**config.mk**
```make
export PLATFORM = sky130hd
export DESIGN_NAME = nvs_store_seq
export DESIGN_NICKNAME = d
export VERILOG_FILES = /design/src/rtl/nvs_pkg.sv /design/src/rtl/nvs_debounce.sv /design/src/rtl/nvs_idle_timer.sv /design/src/rtl/nvs_cell.sv /design/src/rtl/nvs_store_seq.sv
export SDC_FILE = /design/constraint.sdc
export NUM_CORES = 1
export LEC_CHECK = 0
export BUFFER_PORTS_ARGS = -buffer_cell sky130_fd_sc_hd__buf_4
export CORE_MARGIN = 5
export CORE_UTILIZATION = 50
export CTS_CLUSTER_DIAMETER = 50
export DETAILED_ROUTE_END_ITERATION = 8
export GPL_ROUTABILITY_DRIVEN = 0
export MAX_ROUTING_LAYER = met4
export PLACE_DENSITY = 0.69
export SKIP_LAST_GASP = 1
export SYNTH_ARGS = -nofsm -noshare
export SYNTH_HDL_FRONTEND = slang
export SYNTH_SLANG_ARGS = --single-unit
```
**constraint.sdc**
```tcl
create_clock -name clk -period 4.4 [get_ports clk]
set_input_delay 0.44 -clock clk [delete_from_list [all_inputs] [get_ports clk]]
set_output_delay 0.44 -clock clk [all_outputs]
set_load 0.01 [all_outputs]
```
**src/rtl/nvs_pkg.sv**
```systemverilog
package nvs_pkg;
  typedef enum logic [0:0] {
    MODE_MANUAL = 1'b0,
    MODE_AUTO   = 1'b1
  } nvs_mode_e;
endpackage

```
**src/rtl/nvs_debounce.sv**
```systemverilog
module nvs_debounce #(
  parameter int DEB_TICKS = 15
) (
  input  logic clk,
  input  logic rst_n,
  input  logic load,
  input  logic load_val,
  input  logic tick,
  input  logic raw,
  output logic level,
  output logic rise
);
  localparam int CW = $clog2(DEB_TICKS + 1);
  localparam logic [CW-1:0] LAST = CW'(DEB_TICKS - 1);

  logic          sync1, sync2;
  logic [CW-1:0] cnt;

  always_ff @(posedge clk or negedge rst_n) begin
    if (!rst_n) begin
      sync1 <= 1'b1;
      sync2 <= 1'b1;
      level <= 1'b1;
      cnt   <= '0;
      rise  <= 1'b0;
    end else if (load) begin
      sync1 <= load_val;
      sync2 <= load_val;
      level <= load_val;
      cnt   <= '0;
      rise  <= 1'b0;
    end else begin
      sync1 <= raw;
      sync2 <= sync1;
      rise  <= 1'b0;
      if (sync2 == level) begin
        cnt <= '0;
      end else if (tick) begin
        if (cnt == LAST) begin
          level <= sync2;
          rise  <= sync2;
          cnt   <= '0;
        end else begin
          cnt <= cnt + 1'b1;
        end
      end
    end
  end
endmodule

```
**src/rtl/nvs_idle_timer.sv**
```systemverilog
module nvs_idle_timer #(
  parameter int IDLE_TICKS = 2000
) (
  input  logic clk,
  input  logic rst_n,
  input  logic hold,
  input  logic tick,
  input  logic activity,
  output logic fire
);
  localparam int CW = $clog2(IDLE_TICKS + 1);
  localparam logic [CW-1:0] LAST = CW'(IDLE_TICKS - 1);
  localparam logic [CW-1:0] FULL = CW'(IDLE_TICKS);

  logic [CW-1:0] cnt;

  always_ff @(posedge clk or negedge rst_n) begin
    if (!rst_n) begin
      cnt  <= '0;
      fire <= 1'b0;
    end else begin
      fire <= 1'b0;
      if (!hold) begin
        if (activity) begin
          cnt <= '0;
        end else if (tick && cnt != FULL) begin
          cnt <= cnt + 1'b1;
          if (cnt == LAST) fire <= 1'b1;
        end
      end
    end
  end
endmodule

```
**src/rtl/nvs_cell.sv**
```systemverilog
module nvs_cell #(
  parameter int TAP_W      = 4,
  parameter int BUSY_TICKS = 20
) (
  input  logic             clk,
  input  logic             rst_n,
  input  logic             tick,
  input  logic             wr_en,
  input  logic [TAP_W-1:0] wr_data,
  output logic [TAP_W-1:0] q,
  output logic             busy
);
  localparam int CW = $clog2(BUSY_TICKS + 1);
  localparam logic [CW-1:0] LAST = CW'(BUSY_TICKS - 1);
  localparam logic [TAP_W-1:0] MID = TAP_W'(1) << (TAP_W - 1);

  logic [CW-1:0] bcnt;

  always_ff @(posedge clk or negedge rst_n) begin
    if (!rst_n) begin
      q    <= MID;
      busy <= 1'b0;
      bcnt <= '0;
    end else if (wr_en) begin
      q    <= wr_data;
      busy <= 1'b1;
      bcnt <= '0;
    end else if (busy && tick) begin
      if (bcnt == LAST) busy <= 1'b0;
      else              bcnt <= bcnt + 1'b1;
    end
  end
endmodule

```
**src/rtl/nvs_store_seq.sv**
```systemverilog
module nvs_store_seq
  import nvs_pkg::*;
#(
  parameter int TAP_W   = 4,
  parameter int DEB_MS  = 15,
  parameter int IDLE_MS = 2000,
  parameter int BUSY_MS = 20
) (
  input  logic             clk,
  input  logic             rst_n,
  input  logic             tick_1ms,
  input  logic             store_en_n,
  input  logic             btn_active,
  input  logic [TAP_W-1:0] tap_in,
  output logic             wr_valid,
  output logic [TAP_W-1:0] wr_data,
  output logic             recall_valid,
  output logic [TAP_W-1:0] recall_tap,
  output logic             freeze
);
  logic             booted;
  nvs_mode_e        mode;
  logic             pin_level, pin_rise;
  logic             idle_fire;
  logic             busy;
  logic [TAP_W-1:0] nv_q;
  logic             want_auto, want_man, trigger;

  nvs_debounce #(.DEB_TICKS(DEB_MS)) i_deb (
    .clk(clk), .rst_n(rst_n), .load(!booted), .load_val(store_en_n),
    .tick(tick_1ms), .raw(store_en_n), .level(pin_level), .rise(pin_rise)
  );

  nvs_idle_timer #(.IDLE_TICKS(IDLE_MS)) i_idle (
    .clk(clk), .rst_n(rst_n), .hold(busy || wr_valid || !booted),
    .tick(tick_1ms), .activity(btn_active), .fire(idle_fire)
  );

  nvs_cell #(.TAP_W(TAP_W), .BUSY_TICKS(BUSY_MS)) i_cell (
    .clk(clk), .rst_n(rst_n), .tick(tick_1ms), .wr_en(wr_valid),
    .wr_data(wr_data), .q(nv_q), .busy(busy)
  );

  assign want_auto = (mode == MODE_AUTO) && idle_fire && (tap_in != nv_q);
  assign want_man  = (mode == MODE_MANUAL) && pin_rise;
  assign trigger   = booted && !busy && !wr_valid && (want_auto || want_man);

  always_ff @(posedge clk or negedge rst_n) begin
    if (!rst_n) begin
      booted       <= 1'b0;
      mode         <= MODE_MANUAL;
      recall_valid <= 1'b0;
      recall_tap   <= '0;
      wr_valid     <= 1'b0;
      wr_data      <= '0;
    end else begin
      recall_valid <= 1'b0;
      wr_valid     <= trigger;
      if (trigger) wr_data <= tap_in;
      if (!booted) begin
        booted       <= 1'b1;
        mode         <= store_en_n ? MODE_MANUAL : MODE_AUTO;
        recall_valid <= 1'b1;
        recall_tap   <= nv_q;
      end
    end
  end

  assign freeze = busy || wr_valid ||
                  (booted && (mode == MODE_MANUAL) && !pin_level);
endmodule

```
==> reports/results.txt <==
Status = completed
Reg area = 1060 µm²
Worst setup SP type = flop
Layout cell share with drive strength beyond 1 = 21.2%
Register area share after synthesis = 50.3%
Synthesized area per cell = 10.2 µm²
Fin nets = 235
Cell count after synthesis = 205
Core area = 4030 µm²
Cell area power density = 518 nW/µm²
Drt wl/cell = 14.0 µm
Max Freq = 476 MHz
Routed vias = 1,495
CTS tree = built
# H-tree levels = 2
Peak VDD IR = 284 µV
Post-route ant nets = 0
Final Hold Viols = 0
Setup Fix Bufs, Post-CTS = 0
R2R setup slack = 2.30 ns
DIE WIDTH = 74.8 µm
Yosys Warn Count = 0
Multi-input logic area = 948 µm²
Critical path arrival = 2.29 ns
#FFs+latches synth = 42
Fin. max-slew vios = 0
Critical path type = reg2reg
Drt first pass iters = 4
Post-Route Skew = 0.00634 ns
Initial antenna violation count = 0
Leakage = 0.00109 µW
DR iter-0 viols = 81
Vias in the first global route = 1,428
Post-DP HPWL = 2630 µm
Clock latency on the worst-skew pair = 0.30 ns
First-pass GRT wire length = 6670 µm
Largest net degree at the start of global routing = 43
Antenna diodes = 0
CTS max path bufs = 2
Final Total Pwr = 1220 µW
GRT Util Overall = 16.2%
I/O pin count = 20
Post-synth EDFFs = 0
Ys async rst share = 100%
FP Rows = 23
Post-route clock period utilization = 47.7%
Die Y = 74.8 µm
Final TNS setup = 0 ns
Combinational power share = 27.4%
DP Worst Slack = 2.29 ns
Sw power = 418 µW
Total clock buffers created by CTS = 5
Reg power frac = 47.4%
Clk pwr share = 25.2%
Synth Cell Area = 2100 µm²
Largest cells by area after synthesis = dfrtp_1 45%, mux2_2 5.4%, dfstp_2 5.0%
CTS resizes = 0
Leading area contributor after synthesis = dfrtp_1
Hold Crit Class = in2async
Rel. slew slack = 50.4%
CTS sink cnt = 42
Yosys cell types = 43
Final Critical Period = 2.10 ns
Internal power = 806 µW
Hold WS = 0.109 ns
Worst setup margin = 2.30 ns
Fillers = 357
Area growth, synth to finish = 12.5%
Worst setup EP type = flop
FF-to-FF path depth = 3
Routed WL = 3810 µm
R2r startpoint = wr_valid
DRC = 0
Critical Path RT = 4.59 ns
Switch share = 34.2%
Hold buffers post-CTS = 0
RSZ-0062 raised after global routing = no
Critical R2R Capture = wr_data[3]
Main flop type after synthesis = dfrtp_1
Setup violations, final = 0
Die area = 5600 µm²
Area share of the largest cell type after synthesis = 45.3%
Worst-path maximum fanout = 24
Max-cap violations = 0
Slew of the pin with the lowest slew margin = 0.744 ns
Synthesized Nets = 219
Vias per inst = 5.50
CP Launch Point = wr_valid
Starting Density = 52.1%
Clk root buf = clkbuf_8
IO Port Bufs = 19
Overflow after GRT = 0
Clock-pin slew on the worst setup and hold paths = 0.08 ns
-- layout by cell type, fill, tap and decap left out, types with 2 or more instances in the layout --
cell type	netlist	layout
xor2_1	2	2
xnor2_1	6	6
nand3_1	2	2
dfstp_2	4	4
o21ai_1	3	3
nand4b_1	2	2
o21ai_0	10	10
mux2_2	10	10
dfrtp_1	38	38
mux2_4	4	4
a21oi_1	11	11
clkbuf_8	0	5
a221o_1	2	2
nor3_1	8	8
mux2i_1	7	7
ha_1	5	5
nand4_1	5	5
inv_1	11	11
buf_4	1	19
nor2_1	24	24
nor4_1	3	3
nand2_1	21	21
-- per-layer routing --
layer | global-route usage (%) | wire length, µm | up-vias
li1 | - | - | 741
met1 | 20.2 | 1800 | 723
met2 | 24.9 | 1770 | 24
met3 | 4.27 | 165 | 7
met4 | 7.11 | 76 | 0
met5 | - | 0 | -
-- metrics by stage --
step / instance area (µm²) / instances / util [%]
finish: 2360 / 272 / 58.7
global route: 2360 / 272 / 58.7
CTS: 2360 / 272 / 58.7
detailed placement: 2250 / 264 / 55.9
global placement: 2250 / 264 / 55.9
floorplan: 2100 / 205 / -
-- worst max-delay path, stage by stage (launching register included) --
cell      delay, ns
dfrtp_1        0.56
or3b_1         0.76
o21bai_4       0.35
mux2_4         0.31
-- sequential cells by signal, indices dropped and copies added, names as in the netlist --
name / cells
i_cell.busy: 1
i_deb.level: 1
booted: 1
wr_data: 4
i_deb.sync2: 1
recall_tap: 4
i_cell.bcnt: 5
i_deb.sync1: 1
i_deb.cnt: 4
i_idle.fire: 1
recall_valid: 1
mode: 1
i_deb.rise: 1
wr_valid: 1
i_cell.q: 4
i_idle.cnt: 11
-- cell usage after synthesis (2+ instances only) --
master and count:
nor3_1 8, mux2_4 4, nand3_1 2, mux2i_1 7, dfrtp_1 38, nand4_1 5, o21ai_1 3, nor4_1 3
ha_1 5, nand4b_1 2, a21oi_1 11, buf_2 4, o21ai_0 10, nand2_1 21, dfstp_2 4, buf_1 2
xor2_1 2, inv_1 11, nor2_1 24, xnor2_1 6, mux2_2 10, a221o_1 2
-- power groups by stage --
stage	Clock (µW)	Sequential [µW]	Combinational (µW)
final	308	580	335
after floorplan	0	543	300
after detailed placement	0	586	339
after global placement	0	584	334
after CTS	318	578	341
after global routing	335	592	392
-- area by class of cell --
cell class                 instances  share of cell area [%]
sequential                        42                    44.7
multi-input combinational        142                    40.1
timing repair buffer              19                    6.03
clock buffer                       5                    2.91
tap                               50                    2.65
clock inverter                     3                    1.85
inverter                          11                    1.75
-- kinds of logic (layout without fill, tap and decap cells) --
family | count (synthesis) | after routing | share of synthesized area, %
compound gates | 33 | 33 | 10.0
xor+xnor | 8 | 8 | 3.34
fa+ha+maj | 5 | 5 | 2.98
buf+inv | 21 | 38 | 4.59
flops | 42 | 42 | 50.3
mux | 21 | 21 | 11.6
other cells | 1 | 1 | 0.179
simple gates | 74 | 74 | 17.1
-- worst max-delay path by stage --
stage	slack (ns)	endpoint
3_5_place_dp	2.29	wr_data[3]
2_1_floorplan	2.80	i_idle.cnt[0]
6_report	2.30	wr_data[3]
5_1_grt	2.16	wr_data[3]
3_3_place_gp	2.34	wr_data[3]
4_1_cts	2.27	wr_data[3]
No activity file was read; power rests on OpenSTA's default activity.
